==> config.mk <==
export PLATFORM = sky130hd
export DESIGN_NAME = dtr_unit
export DESIGN_NICKNAME = d
export VERILOG_FILES = /design/src/rtl/dtr_pkg.sv /design/src/rtl/dtr_decode.sv /design/src/rtl/dtr_xfer.sv /design/src/rtl/dtr_unit.sv
export SDC_FILE = /design/constraint.sdc
export NUM_CORES = 1
export LEC_CHECK = 0
export BUFFER_PORTS_ARGS = -buffer_cell sky130_fd_sc_hd__buf_2
export CAP_MARGIN = 20
export CORE_UTILIZATION = 49
export CTS_CLUSTER_SIZE = 10
export DETAILED_ROUTE_END_ITERATION = 8
export PLACE_DENSITY = 0.8
export SKIP_CTS_REPAIR_TIMING = 1
export SKIP_LAST_GASP = 1
export SLEW_MARGIN = 0
export SYNTH_ARGS = -nofsm -noshare
export SYNTH_HDL_FRONTEND = slang
export SYNTH_HIERARCHICAL = 1
export SYNTH_SLANG_ARGS = --single-unit
==> constraint.sdc <==
create_clock -name clk -period 3.3 [get_ports clk]
set_input_delay 0.165 -clock clk [delete_from_list [all_inputs] [get_ports clk]]
set_output_delay 0.165 -clock clk [all_outputs]
set_load 0.02 [all_outputs]
==> src/rtl/dtr_pkg.sv <==
package dtr_pkg;

    typedef enum logic [2:0] {
        OP_STORE_GDT = 3'd0,
        OP_STORE_IDT = 3'd1,
        OP_LOAD_GDT  = 3'd2,
        OP_LOAD_IDT  = 3'd3,
        OP_READ_MSW  = 3'd4,
        OP_RSVD      = 3'd5,
        OP_WRITE_MSW = 3'd6,
        OP_PG_INVAL  = 3'd7
    } op_e;

    typedef enum logic [1:0] {
        FC_NONE = 2'd0,
        FC_UD   = 2'd1,
        FC_GP   = 2'd2,
        FC_XFER = 2'd3
    } fault_e;

    localparam logic [2:0] SEG_DATA = 3'd3;

    // A status-word load may not drop the protection-enable bit.
    function automatic logic msw_blocked(input logic pe_now, input logic new_pe);
        return pe_now & ~new_pe;
    endfunction

    function automatic logic op_writes_mem(input op_e op);
        return (op == OP_STORE_GDT) || (op == OP_STORE_IDT) || (op == OP_READ_MSW);
    endfunction

endpackage

==> src/rtl/dtr_decode.sv <==
module dtr_decode
    import dtr_pkg::*;
#(
    parameter int IMG_BYTES = 6,
    parameter int MSW_BYTES = 2,
    localparam int NB_W = $clog2(IMG_BYTES + 1)
) (
    input  op_e             op,
    input  logic            is_mem,
    input  logic [1:0]      cpl,
    input  logic            lock_pfx,
    input  logic            pe_now,
    input  logic            opnd_pe,
    output fault_e          fault,
    output logic            unsup,
    output logic            need_mem,
    output logic [NB_W-1:0] nbytes,
    output logic            msw_rd_reg,
    output logic            msw_wr_reg
);

    logic priv_ok;
    assign priv_ok = (cpl == 2'd0);

    always_comb begin
        fault      = FC_NONE;
        unsup      = 1'b0;
        need_mem   = 1'b0;
        nbytes     = NB_W'(IMG_BYTES);
        msw_rd_reg = 1'b0;
        msw_wr_reg = 1'b0;
        if (lock_pfx) begin
            fault = FC_UD;
        end else begin
            unique case (op)
                OP_STORE_GDT, OP_STORE_IDT: begin
                    if (!is_mem) fault = FC_UD;
                    else         need_mem = 1'b1;
                end
                OP_LOAD_GDT, OP_LOAD_IDT: begin
                    if (!priv_ok)     fault = FC_GP;
                    else if (!is_mem) fault = FC_UD;
                    else              need_mem = 1'b1;
                end
                OP_READ_MSW: begin
                    nbytes = NB_W'(MSW_BYTES);
                    if (is_mem) need_mem   = 1'b1;
                    else        msw_rd_reg = 1'b1;
                end
                OP_WRITE_MSW: begin
                    nbytes = NB_W'(MSW_BYTES);
                    if (!priv_ok)                         fault = FC_GP;
                    else if (is_mem)                      need_mem = 1'b1;
                    else if (msw_blocked(pe_now, opnd_pe)) fault = FC_GP;
                    else                                  msw_wr_reg = 1'b1;
                end
                OP_PG_INVAL: unsup = 1'b1;
                default:     fault = FC_UD;
            endcase
        end
    end

endmodule

==> src/rtl/dtr_xfer.sv <==
module dtr_xfer #(
    parameter int MAX_BYTES = 6,
    localparam int NB_W = $clog2(MAX_BYTES + 1)
) (
    input  logic            clk,
    input  logic            rst_n,
    input  logic            go,
    input  logic [NB_W-1:0] count,
    input  logic            ack,
    input  logic            fault,
    output logic            active,
    output logic [NB_W-1:0] idx,
    output logic            last_ok,
    output logic            failed
);

    typedef struct packed {
        logic            active;
        logic [NB_W-1:0] idx;
        logic [NB_W-1:0] cnt;
    } xs_t;

    xs_t s_d, s_q;

    assign active  = s_q.active;
    assign idx     = s_q.idx;
    assign last_ok = s_q.active && ack && !fault && (s_q.idx == s_q.cnt - NB_W'(1));
    assign failed  = s_q.active && ack && fault;

    always_comb begin
        s_d = s_q;
        if (!s_q.active) begin
            if (go) begin
                s_d.active = 1'b1;
                s_d.idx    = '0;
                s_d.cnt    = count;
            end
        end else if (ack) begin
            if (fault || (s_q.idx == s_q.cnt - NB_W'(1))) s_d.active = 1'b0;
            else                                          s_d.idx = s_q.idx + NB_W'(1);
        end
    end

    always_ff @(posedge clk) begin
        if (!rst_n) s_q <= '0;
        else        s_q <= s_d;
    end

    p_idx_in_range_r2: assert property (@(posedge clk) disable iff (!rst_n)
        s_q.active |-> (s_q.idx < s_q.cnt));

    p_no_restart_r13: assert property (@(posedge clk) disable iff (!rst_n)
        go |-> !s_q.active);

endmodule

==> src/rtl/dtr_unit.sv <==
module dtr_unit
    import dtr_pkg::*;
#(
    parameter int ADDR_W  = 32,
    parameter int LIMIT_W = 16,
    parameter int BASE_W  = 32,
    localparam int IMG_W     = LIMIT_W + BASE_W,
    localparam int IMG_BYTES = IMG_W / 8,
    localparam int MSW_BYTES = 2,
    localparam int NB_W      = $clog2(IMG_BYTES + 1)
) (
    input  logic               clk,
    input  logic               rst_n,
    input  logic               start,
    input  logic [2:0]         op_sel,
    input  logic               op_is_mem,
    input  logic [ADDR_W-1:0]  eff_addr,
    input  logic               seg_ovr_en,
    input  logic [2:0]         seg_ovr,
    input  logic [1:0]         cpl,
    input  logic               lock_pfx,
    input  logic [15:0]        rm_word,
    output logic               mem_req,
    output logic               mem_we,
    output logic [2:0]         mem_seg,
    output logic [ADDR_W-1:0]  mem_addr,
    output logic [7:0]         mem_wdata,
    input  logic               mem_ack,
    input  logic [7:0]         mem_rdata,
    input  logic               mem_fault,
    output logic               done,
    output logic               fault_valid,
    output logic [1:0]         fault_code,
    output logic               unsupported,
    output logic               msw_valid,
    output logic [15:0]        msw_out,
    output logic [LIMIT_W-1:0] gdt_limit,
    output logic [BASE_W-1:0]  gdt_base,
    output logic [LIMIT_W-1:0] idt_limit,
    output logic [BASE_W-1:0]  idt_base,
    output logic [3:0]         cr0_low
);

    typedef struct packed {
        op_e                op;
        logic [2:0]         seg;
        logic [ADDR_W-1:0]  addr;
        logic [IMG_W-1:0]   img;
        logic [LIMIT_W-1:0] gdt_lim;
        logic [BASE_W-1:0]  gdt_base;
        logic [LIMIT_W-1:0] idt_lim;
        logic [BASE_W-1:0]  idt_base;
        logic [3:0]         cr0;
        logic               done;
        fault_e             fcode;
        logic               unsup;
        logic               mswv;
        logic [15:0]        msw;
    } unit_t;

    unit_t q, d;

    op_e             dec_op;
    fault_e          dec_fault;
    logic            dec_unsup, dec_mem, dec_rd_reg, dec_wr_reg;
    logic [NB_W-1:0] dec_nbytes;
    logic            x_go, x_active, x_last, x_failed;
    logic [NB_W-1:0] x_idx;
    logic [15:0]     msw_now;
    logic            accept;
    logic            unused_hi;

    assign dec_op    = op_e'(op_sel);
    assign msw_now   = {12'b0, q.cr0};
    assign accept    = start && !x_active;
    assign unused_hi = ^rm_word[15:4];

    dtr_decode #(.IMG_BYTES(IMG_BYTES), .MSW_BYTES(MSW_BYTES)) u_decode (
        .op(dec_op), .is_mem(op_is_mem), .cpl(cpl), .lock_pfx(lock_pfx),
        .pe_now(q.cr0[0]), .opnd_pe(rm_word[0]),
        .fault(dec_fault), .unsup(dec_unsup), .need_mem(dec_mem),
        .nbytes(dec_nbytes), .msw_rd_reg(dec_rd_reg), .msw_wr_reg(dec_wr_reg)
    );

    assign x_go = accept && (dec_fault == FC_NONE) && !dec_unsup && dec_mem;

    dtr_xfer #(.MAX_BYTES(IMG_BYTES)) u_xfer (
        .clk(clk), .rst_n(rst_n), .go(x_go), .count(dec_nbytes),
        .ack(mem_ack), .fault(mem_fault),
        .active(x_active), .idx(x_idx), .last_ok(x_last), .failed(x_failed)
    );

    always_comb begin
        d       = q;
        d.done  = 1'b0;
        d.fcode = FC_NONE;
        d.unsup = 1'b0;
        d.mswv  = 1'b0;
        if (accept) begin
            d.op   = dec_op;
            d.seg  = seg_ovr_en ? seg_ovr : SEG_DATA;
            d.addr = eff_addr;
            unique case (dec_op)
                OP_STORE_GDT: d.img = {q.gdt_base, q.gdt_lim};
                OP_STORE_IDT: d.img = {q.idt_base, q.idt_lim};
                OP_READ_MSW:  d.img = IMG_W'(msw_now);
                default:      d.img = '0;
            endcase
            if (dec_fault != FC_NONE || dec_unsup) begin
                d.done  = 1'b1;
                d.fcode = dec_fault;
                d.unsup = dec_unsup;
            end else if (dec_rd_reg) begin
                d.done = 1'b1;
                d.mswv = 1'b1;
                d.msw  = msw_now;
            end else if (dec_wr_reg) begin
                d.done = 1'b1;
                d.cr0  = rm_word[3:0];
            end
        end
        if (x_active && mem_ack && !mem_fault && !op_writes_mem(q.op)) begin
            d.img[int'(x_idx)*8 +: 8] = mem_rdata;
        end
        if (x_failed) begin
            d.done  = 1'b1;
            d.fcode = FC_XFER;
        end
        if (x_last) begin
            d.done = 1'b1;
            unique case (q.op)
                OP_LOAD_GDT: begin
                    d.gdt_lim  = d.img[LIMIT_W-1:0];
                    d.gdt_base = d.img[IMG_W-1:LIMIT_W];
                end
                OP_LOAD_IDT: begin
                    d.idt_lim  = d.img[LIMIT_W-1:0];
                    d.idt_base = d.img[IMG_W-1:LIMIT_W];
                end
                OP_WRITE_MSW: begin
                    if (msw_blocked(q.cr0[0], d.img[0])) d.fcode = FC_GP;
                    else                                 d.cr0   = d.img[3:0];
                end
                default: ;
            endcase
        end
    end

    always_ff @(posedge clk) begin
        if (!rst_n) begin
            q          <= '0;
            q.op       <= OP_STORE_GDT;
            q.gdt_lim  <= '1;
            q.idt_lim  <= '1;
            q.fcode    <= FC_NONE;
        end else begin
            q <= d;
        end
    end

    assign mem_req     = x_active;
    assign mem_we      = op_writes_mem(q.op);
    assign mem_seg     = q.seg;
    assign mem_addr    = q.addr + ADDR_W'(x_idx);
    assign mem_wdata   = q.img[int'(x_idx)*8 +: 8];
    assign done        = q.done;
    assign fault_valid = q.done && (q.fcode != FC_NONE);
    assign fault_code  = q.fcode;
    assign unsupported = q.unsup;
    assign msw_valid   = q.mswv;
    assign msw_out     = q.msw;
    assign gdt_limit   = q.gdt_lim;
    assign gdt_base    = q.gdt_base;
    assign idt_limit   = q.idt_lim;
    assign idt_base    = q.idt_base;
    assign cr0_low     = q.cr0;

    p_pe_sticky_r9: assert property (@(posedge clk) disable iff (!rst_n)
        q.cr0[0] |=> q.cr0[0]);

    p_fault_keeps_cr0_r9: assert property (@(posedge clk) disable iff (!rst_n)
        fault_valid |-> (cr0_low == $past(cr0_low)));

    p_gdt_commit_r3: assert property (@(posedge clk) disable iff (!rst_n)
        !(x_last && q.op == OP_LOAD_GDT) |=> ($stable(gdt_limit) && $stable(gdt_base)));

    p_idt_commit_r3: assert property (@(posedge clk) disable iff (!rst_n)
        !(x_last && q.op == OP_LOAD_IDT) |=> ($stable(idt_limit) && $stable(idt_base)));

    p_unsup_quiet_r11: assert property (@(posedge clk) disable iff (!rst_n)
        unsupported |-> (done && !fault_valid));

    p_ud_no_req_r5: assert property (@(posedge clk) disable iff (!rst_n)
        (fault_valid && fault_code == FC_UD) |-> !mem_req);

    p_req_hold_r2: assert property (@(posedge clk) disable iff (!rst_n)
        (mem_req && !mem_ack) |=> (mem_req && $stable(mem_addr)));

endmodule

==> results of run 1 <==
[through the flow]
step	total power [mW]	setup TNS [ns]
after floorplan	2.82	0
after global placement	2.94	0
after detailed placement	2.95	0
after CTS	5.26	-0.243
after global routing	5.45	0
final	5.29	0
[layer usage]
metal  up-vias  wire length [um]  global-route usage, %
met3        84              2820                   4.63
li1       4333                 -                      -
met4         0               976                   9.69
met2       538             14900                   44.6
met5         -                 0                      0
met1      4389             12100                   34.0
[report_power, final]
| part | internal, mW | total [mW] | switching, mW | leakage [nW] |
|---|---|---|---|---|
| clock network | 1.38 | 2.35 | 0.971 | 0.322 |
| registers | 2.48 | 2.52 | 0.0393 | 1.64 |
| logic | 0.158 | 0.430 | 0.272 | 3.01 |
| total | 4.01 | 5.29 | 1.28 | 4.97 |
[cell usage in the layout (no fill, tap or decap), types with 4 or more instances in the layout]
cell type	count
o21ai_1	15
mux2_2	29
dlygate4sd3_1	38
nand2b_1	10
o211ai_1	15
nor2_1	88
a22oi_1	5
ha_1	7
nor2b_1	7
clkbuf_16	24
dfxtp_1	202
nand4_1	7
nand3_1	83
mux2i_1	78
a31oi_1	6
a21oi_1	77
nor3_1	7
clkbuf_1	4
and3_1	14
nor3b_1	4
inv_1	13
o21ai_0	100
xnor2_1	25
and2_1	7
conb_1	14
buf_4	20
mux4_2	8
buf_2	214
nand2_1	152
xor2_1	7
[cells by family (layout without fill, tap and decap cells)]
family	count (synthesis)	after routing	synth area share, %
adders and majority gates	8	8	1.03
and+or+nand+nor	409	409	18.6
DFF	202	202	38.8
muxes	115	115	12.3
buffers and inverters	223	320	12.7
AOI/OAI and AO/OA	247	247	13.5
xor gates and xnor gates	33	33	2.90
other	3	14	0.108
[state kept, by name, indices dropped and copies added, names as in the netlist, 2 cells and up]
| register | flops |
|---|---|
| q | 83 |
| msw_out | 4 |
| mem_seg | 3 |
| u_xfer/idx | 3 |
| gdt_base | 32 |
| idt_base | 32 |
| idt_limit | 16 |
| cr0_low | 4 |
| fault_code | 2 |
| gdt_limit | 16 |
| u_xfer/s_q | 3 |
[layout make-up]
type / instances / area share [%]
Inverter: 15 / 0.474
Clock buffer: 28 / 5.18
Sequential cell: 202 / 34.0
Multi-Input combinational cell: 826 / 43.1
Timing Repair Buffer: 275 / 14.0
Clock inverter: 2 / 0.389
Tap cell: 275 / 2.89
[Yosys cell counts (4+ instances only)]
| library cell | instances | area (sq um) |
|---|---|---|
| dfxtp_1 | 202 | 4040 |
| nand2_1 | 153 | 574 |
| buf_4 | 126 | 946 |
| o21ai_0 | 100 | 500 |
| nor2_1 | 88 | 330 |
| nand3_1 | 83 | 415 |
| mux2i_1 | 78 | 781 |
| a21oi_1 | 77 | 385 |
| clkbuf_1 | 66 | 248 |
| mux2_2 | 29 | 327 |
| xnor2_1 | 25 | 219 |
| o211ai_1 | 15 | 113 |
| o21ai_1 | 15 | 75.1 |
| and3_1 | 14 | 87.6 |
| inv_1 | 13 | 48.8 |
| nand2b_1 | 11 | 68.8 |
| buf_2 | 9 | 45.0 |
| mux4_2 | 8 | 180 |
| nor2b_1 | 8 | 50.1 |
| nor3_1 | 8 | 40.0 |
| and2_1 | 7 | 43.8 |
| buf_1 | 7 | 26.3 |
| ha_1 | 7 | 87.6 |
| nand4_1 | 7 | 43.8 |
| xor2_1 | 7 | 61.3 |
| a31oi_1 | 6 | 37.5 |
| a22oi_1 | 5 | 37.5 |
| nor3b_1 | 4 | 30.0 |
[final timing paths]
check                 from            to  slack [ns]  cells past startpoint
max          u_xfer/idx[0]  mem_addr[18]        0.17                     10
min             rm_word[3]    cr0_low[3]        0.01                      4
min reg2reg         q[169]        q[169]        0.47                      2
max reg2reg  u_xfer/idx[0]  idt_base[19]        0.30                      7
[worst reg2reg max path, stage by stage (launching register included)]
cell	delay [ns]
dfxtp_1	0.37
inv_1	0.12
ha_1	0.22
ha_1	0.31
or4b_1	0.63
nor4_4	0.66
mux2_2	0.45
o21ai_0	0.19
==> key figures, run 1 <==
Yosys
  – Netlist cell types: 63
  – Synth Warn #: 6
  – Post-synth EDFFs: 0
  – Post-Syn Instances: 1240
  – Synthesized area per cell: 8.41 sq um
  – Post-synthesis sequential area ratio: 38.8%
  – Ys async rst share: 0%
  – Synth Cell Area: 10400 sq um
  – Synth Register Bits: 202
  – Synth Flop Type: dfxtp_1

Global route
  – First-pass GRT wire length: 45.8 mm
  – Total track usage: 26.5%
  – Vias in the first global route: 8479
  – Initial antenna violation count: 0
  – GRT Residual Overflow: 0
  – Largest net degree at the start of global routing: 83

Floorplan
  – Die area: 21900 sq um
  – Starting density of the core: 49.8%
  – DIE WIDTH: 148 um
  – Core Box Area: 21000 sq um
  – I/O Pins: 239
  – Row cnt: 53
  – Die height: 148 um

Power and ir drop
  – Cell area power density: 445 nW/um^2
  – Leakage: 4.97 nW
  – Maximum vdd drop: 0.382 mV

Clock network
  – Sink Count: 202
  – H-tree levels: 1
  – Clock Tree Buf Depth: 3
  – TritonCTS buffer count: 24
  – Reg clk slew, reported paths: 0.06 ns
  – Clock Latency Late Sink: 0.53 ns
  – CTS root buffer: clkbuf_16
  – CTS tree: done

Critical path
  – Max incr delay on CP: 0.40 ns
  – Crit path capture type: output pin
  – Crit path DAT: 2.96 ns
  – Worst path cell trace: buf_12, ha_1, inv_1, fa_1, nor2b_1, o2111ai_1, nor3_2, nand2_1, xnor2_1, buf_2
  – CP Data Required Time: 3.13 ns
  – Worst-path cell with the longest stage delay: fa_1
  – CP startpoint kind: flip-flop
  – Delay-heaviest family, CP: simple AND/OR/NAND/NOR gates
  – CP Max Fanout: 26
  – WP buf/inv: 3
  – CP Class: flip-flop to output pin

Run
  – Max-Cap Viols: 0

Layout
  – Non-Filler Instances: 1623
  – Fill count: 1867
  – Syn-to-layout area delta: 14.0%
  – Final core utilization: 56.7%
  – Post-route cell area: 11900 sq um
  – Nets@finish: 1424
  – Antenna Cells: 0
  – Fraction of layout instances using a drive strength above 1: 23.4%
  – Seq. cell area: 4040 sq um
  – Multi-input gate area: 5120 sq um

STA
  – Clk_skew: 0.0342 ns
  – Min Tclk post-route: 3.13 ns
  – Max-slew headroom: 41.1%
  – Final WS setup: 0.175 ns
  – Hold WS: 0.00999 ns
  – Fmax: 320 MHz
  – Final period utilization: 94.7%
  – RSZ-0062 raised after global routing: false
  – Fin. Hold Viols: 0
  – Fin. max-slew vios: 0
  – Final setup vio count: 0
  – Worst Max-Slew Pin Slew: 0.883 ns

Drt
  – Vias/cell: 5.76
  – Post-route ant nets: 0
  – Final wirelength: 30.8 mm
  – Average routed wire per standard cell: 19.0 um
  – First-pass DRT Iterations: 5
  – Iteration-0 DRC Markers: 861
  – Residual DRC: 0
  – Via Count: 9344

Place
  – Placed insts: 1555
  – Dpl ws: 0.377 ns
  – # port buffers: 214
  – DP HPWL: 20.8 mm
  – GP Congestion: 0.896
  – Placed inst area: 10800 sq um

Min path
  – Hold Path Class: input pin to flip-flop

Outcome
  – Status: complete, no violations
Note: power is estimated with default switching activity, not from simulation.
==> inputs of run 2 (changes only) <==
CORE_UTILIZATION = 55   (was 49)
CTS_CLUSTER_SIZE = unset   (was 10)
PLACE_DENSITY = 0.85   (was 0.8)
clock period = 3 ns   (was 3.3 ns; I/O delays follow)
==> run 2 against run 1 <==
Final cell count is 1.9% lower. Setup slack worse by 0.075 ns. Clock-buffer cell count is 2 higher. The flow now finishes with violations (negative hold slack).
==> key figures, run 2 (synthesis gave the netlist of run 1 again) <==
Outcome
  – Status: finished, violations left
  – Failing checks: negative hold slack

STA
  – Final setup vio count: 0 (unchanged)
  – Fmax: 345 MHz
  – Fin. Hold Viols: 1 (+1)
  – Fin. max-slew vios: 0 (unchanged)
  – Hold WS: -0.0331 ns (-0.0431 ns)
  – Final period utilization: 96.7%
  – Final WS setup: 0.0997 ns (-0.0752 ns)
  – Worst Max-Slew Pin Slew: 1.10 ns (+0.217 ns)
  – Min Tclk post-route: 2.90 ns
  – Max-slew headroom: 26.7% (-14 points)
  – Clk_skew: 0.0114 ns (-0.0228 ns)

Global route
  – Initial antenna violation count: 0 (unchanged)
  – Global routing's busiest layer: met2
  – Largest net degree at the start of global routing: 101 (+22%)
  – Met1 Use GR: 36.8% (+2.9 points)
  – GR Layer Usage met3: 5.40% (+0.77 points)
  – First-pass GRT wire length: 45.3 mm (-1.2%)
  – GRT Residual Overflow: 0 (unchanged)
  – Met2 GRT Util: 46.4% (+1.8 points)
  – Vias in the first global route: 8742 (+3.1%)
  – Total track usage: 28.7% (+2.2 points)

Floorplan
  – Die height: 140 um (-5.5%)
  – Starting density of the core: 57.1% (+7.3 points)
  – Core Box Area: 18300 sq um (-13%)
  – Die area: 19500 sq um (-11%)
  – DIE WIDTH: 140 um (-5.5%)
  – Row cnt: 49 (-7.5%)
  – I/O Pins: 239 (unchanged)

Clock network
  – TritonCTS buffer count: 22 (-8.3%)
  – Reg clk slew, reported paths: 0.06 ns (about the same)
  – CTS tree: done
  – Clock Tree Buf Depth: 3 (unchanged)
  – Sink Count: 202 (unchanged)
  – Clock Latency Late Sink: 0.51 ns (-0.02 ns)
  – H-tree levels: 1 (unchanged)
  – CTS root buffer: clkbuf_16

Place
  – Dpl ws: 0.167 ns (-0.210 ns)
  – # port buffers: 214 (unchanged)
  – DP HPWL: 20.0 mm (-4.1%)
  – GP Congestion: 0.910 (+1.5%)
  – Placed inst area: 10800 sq um (about the same)

Drt
  – Via Count: 9529 (+2.0%)
  – Residual DRC: 0 (unchanged)
  – Vias/cell: 5.99 (+4.0%)
  – Iteration-0 DRC Markers: 1008 (+17%)
  – First-pass DRT Iterations: 6 (+1)
  – Post-route ant nets: 0 (unchanged)
  – Average routed wire per standard cell: 19.1 um (+0.55%)
  – Final wirelength: 30.4 mm (-1.4%)

Power and ir drop
  – Maximum vdd drop: 0.366 mV (-4.1%)
  – Cell area power density: 492 nW/um^2 (+10%)
  – Leakage: 5.05 nW (+1.6%)

Min path
  – Hold Path Class: input pin to flip-flop

Layout
  – Largest register FFs: 83 (unchanged)
  – Fill count: 1414 (-24%)
  – Post-route cell area: 12000 sq um (+0.77%)
  – Final core utilization: 65.6% (+8.8 points)
  – Commonest non-fill, non-tap cell in the layout: buf_2
  – Syn-to-layout area delta: 14.9%
  – Nets@finish: 1430 (+0.42%)
  – Largest Register: q
  – Fraction of layout instances using a drive strength above 1: 25.2% (+1.7 points)
  – Most frequent cells in the layout: 213 x buf_2, 201 x dfxtp_1, 152 x nand2_1
  – Antenna Cells: 0 (unchanged)

Critical path
  – Crit path capture type: output pin
  – Crit path DAT: 2.75 ns (-0.21 ns)
  – CP startpoint kind: flip-flop
  – CP Data Required Time: 2.85 ns (-0.28 ns)
  – Flop2flop setup slack: 0.16 ns (-0.14 ns)
  – CP Class: flip-flop to output pin
  – CP Max Fanout: 13 (-50%)

Run
  – Max-Cap Viols: 0 (unchanged)
run 2: changes by cell type in the layout (fill, tap and decap cells not counted), sizes merged:
cell         before  now
buf             237  246
clkbuf           28   31
clkinv            2    6
clkinvlp          0    1
dlygate4sd3      38   36
run 2: final timing paths:
check | start | to | cells after the start
max | u_xfer/idx[0] | mem_addr[20] | 10
min | op_sel[1] | q[205] | 3
max reg2reg | u_xfer/idx[0] | idt_base[10] | 8
min reg2reg | mem_seg[2] | mem_seg[2] | 2
run 2: area by class of cell:
type,count,area [sq um],area share [%]
flip-flops and latches,202,4050,33.8
multi-input cells,826,5150,43.0
well taps,229,287,2.39
clock inverters,7,62.6,0.522
repair buffers,283,1740,14.5
inverters,15,56.3,0.470
clock buffers,30,642,5.36
run 2: where the power goes:
| group | internal, mW | switching (mW) |
|---|---|---|
| Combinational | 0.175 | 0.296 |
| Clock | 1.57 | 1.08 |
| Sequential | 2.72 | 0.0438 |
| Total | 4.47 | 1.42 |
run 2: critical path, cell delays in order, from the launching register on:
cell,delay [ns]
dfxtp_2,0.39
buf_12,0.17
ha_1,0.17
inv_1,0.06
fa_2,0.38
nor2b_4,0.17
o2111ai_2,0.20
nor3_2,0.22
nand4_1,0.15
xnor2_1,0.15
buf_2,0.18
run 2: per-layer routing:
layer,part of all wire (%),routed length (um),vias up
met4,4.5,1360,0
met1,39,11800,4538
li1,-,-,4365
met5,0,0,-
met3,9.1,2780,120
met2,47,14400,506
run 2: stage by stage:
| step | power, mW | TNS, ns | cells |
|---|---|---|---|
| floorplan | 3.10 | 0 | 1251 |
| global placement | 3.23 | 0 | 1518 |
| detailed placement | 3.24 | 0 | 1518 |
| CTS | 5.84 | -2.52 | 1555 |
| global route | 6.04 | -0.00680 | 1592 |
| finish | 5.89 | 0 | 1592 |
==> inputs of run 3 (changes only) <==
==> constraint.sdc (replaced) <==
create_clock -name clk -period 3 [get_ports clk]
set_input_delay 0.3 -clock clk [delete_from_list [all_inputs] [get_ports clk]]
set_output_delay 0.3 -clock clk [all_outputs]
set_load 0.02 [all_outputs]
==> run 3 against run 2 <==
The run ends with negative setup slack left. Worst hold slack improved by 0.062 ns. Setup slack got worse by 0.21 ns. Wire length fell by 2.8%. Fmax fell by 6.6%. Non-clock buffer count fell by 21. Final cell count fell by 1.3%. Sequential power barely moved. Combinational power fell by 7.4%. Total power fell by 1.2%. Core utilization fell by 1.2 points. Global-route usage rose by 0.52 points. Clock-buffer cell count rose by 3. Highest routed layer unchanged.
==> key figures, run 3 (synthesis gave the netlist of run 1 again) <==
Layout
  – Antenna Cells: 0 (unchanged)
  – Most frequent cells in the layout: 212 x buf_2, 201 x dfxtp_1, 152 x nand2_1
  – Non-Filler Instances: 1572 (-1.3%)
  – Largest Register: q
  – Nets@finish: 1409 (-1.5%)
  – Fraction of layout instances using a drive strength above 1: 26.7% (+1.6 points)
  – Syn-to-layout area delta: 12.7%
  – Largest register FFs: 83 (unchanged)
  – Commonest non-fill, non-tap cell in the layout: buf_2

Clock network
  – Clock Latency Late Sink: 0.51 ns (about the same)
  – Clock Tree Buf Depth: 3 (unchanged)
  – Sink Count: 202 (unchanged)
  – TritonCTS buffer count: 22 (unchanged)
  – CTS tree: done
  – Reg clk slew, reported paths: 0.06 ns (about the same)
  – H-tree levels: 1 (unchanged)
  – CTS root buffer: clkbuf_16

Critical path
  – Crit path DAT: 3.47 ns (+0.72 ns)
  – CP Class: flip-flop to flip-flop
  – CP Data Required Time: 3.36 ns (+0.51 ns)
  – Crit path capture type: flip-flop
  – CP Max Fanout: 5 (-8)
  – CP startpoint kind: flip-flop

Min path
  – Hold Path Class: input pin to flip-flop

Drt
  – Average routed wire per standard cell: 18.8 um (-1.6%)
  – Final wirelength: 29.5 mm (-2.8%)
  – Vias/cell: 5.90 (-1.4%)
  – Residual DRC: 0 (unchanged)
  – Post-route ant nets: 0 (unchanged)
  – Iteration-0 DRC Markers: 755 (-25%)
  – Via Count: 9274 (-2.7%)
  – First-pass DRT Iterations: 7 (+1)

Place
  – GP Congestion: 0.928 (+2.0%)
  – Dpl ws: 0.121 ns (-0.0457 ns)
  – DP HPWL: 20.5 mm (+2.3%)
  – Placed insts: 1525 (+0.46%)
  – # port buffers: 214 (unchanged)

Outcome
  – Status: finished, violations left
  – Failing checks: negative setup slack

STA
  – Max-slew headroom: 41.6% (+15 points)
  – Final period utilization: 104% (+6.9 points)
  – Fin. max-slew vios: 0 (unchanged)
  – Final setup vio count: 14 (+14)
  – Fin. Hold Viols: 0 (-1)
  – Final WS setup: -0.106 ns (-0.206 ns)
  – Min Tclk post-route: 3.11 ns (+0.206 ns)
  – Clk_skew: 0.0160 ns (+0.00459 ns)
  – Fmax: 322 MHz (-6.6%)
  – RSZ-0062 raised after global routing: true
  – Worst Max-Slew Pin Slew: 0.876 ns (-0.224 ns)

Power and ir drop
  – Leakage: 4.99 nW (-1.3%)
  – Cell area power density: 495 nW/um^2 (+0.71%)
  – Maximum vdd drop: 0.346 mV (-5.6%)

Global route
  – Vias in the first global route: 8790 (+0.55%)
  – Total track usage: 29.2% (+0.52 points)
  – Largest net degree at the start of global routing: 51 (-50%)
  – Initial antenna violation count: 0 (unchanged)
  – GRT Residual Overflow: 0 (unchanged)
  – First-pass GRT wire length: 45.9 mm (+1.3%)

Floorplan
  – Die height: 140 um (unchanged)
  – Starting density of the core: 57.1% (unchanged)
  – Die area: 19500 sq um (unchanged)
  – I/O Pins: 239 (unchanged)
  – Row cnt: 49 (unchanged)
  – DIE WIDTH: 140 um (unchanged)
  – Core Box Area: 18300 sq um (unchanged)

Run
  – Max-Cap Viols: 0 (unchanged)
[run 3: cell types whose count changed in the layout (fill, tap and decap cells not counted), sizes merged]
cell,change
buf,+16
clkbuf,+2
bufinv,-1
clkinv,-1
dlygate4sd3,-36
[run 3: layer usage]
metal | share of wire [%] | global-route usage [%] | vias to the layer above
li1 | - | - | 4323
met1 | 39 | 37.7 | 4345
met2 | 46 | 47.4 | 500
met3 | 10 | 5.68 | 106
met4 | 4.2 | 12.8 | 0
met5 | 0 | 0 | -
[run 3: worst paths after layout]
| path | from | to | slack, ns | depth (start not counted) |
|---|---|---|---|---|
| hold reg to reg | q[185] | q[185] | 0.46 | 2 |
| hold / removal | eff_addr[14] | q[183] | 0.03 | 3 |
| setup / recovery | u_xfer/idx[0] | idt_base[9] | -0.11 | 9 |
| setup reg to reg | u_xfer/idx[0] | idt_base[9] | -0.11 | 9 |
[run 3: critical path, cell delays in order, from the launching register on]
cell and delay [ns]:
dfxtp_2 0.37, buf_4 0.12, inv_1 0.11, ha_1 0.23, ha_1 0.33, or4b_1 0.66
nor4_4 0.43, buf_4 0.24, mux2i_1 0.34, o21ai_0 0.15
[run 3: area by class of cell]
type	instances	area (sq um)
timing repair buffer	262	1480
clock buffer	33	673
tap	229	287
multi-input combinational	826	5180
fill	1456	6520
inverter	15	56.3
sequential	202	4050
clock inverter	5	31.3
[run 3: per-stage QoR]
| step | setup TNS, ns | hold slack (ns) | power [mW] | util (%) | cell area [sq um] |
|---|---|---|---|---|---|
| floorplan | 0 | 0.432 | 3.10 | - | 10500 |
| global placement | 0 | 0.438 | 3.23 | 59.6 | 10900 |
| detailed placement | 0 | 0.450 | 3.24 | 59.6 | 10900 |
| CTS | -2.41 | 0.0220 | 5.83 | 63.5 | 11600 |
| global route | -2.78 | 0.0385 | 5.98 | 64.3 | 11800 |
| finish | -0.548 | 0.0291 | 5.82 | 64.3 | 11800 |
[run 3: power breakdown]
part,internal (mW),switching (mW)
logic,0.150,0.286
clock network,1.54,1.08
registers,2.72,0.0429
total,4.42,1.40
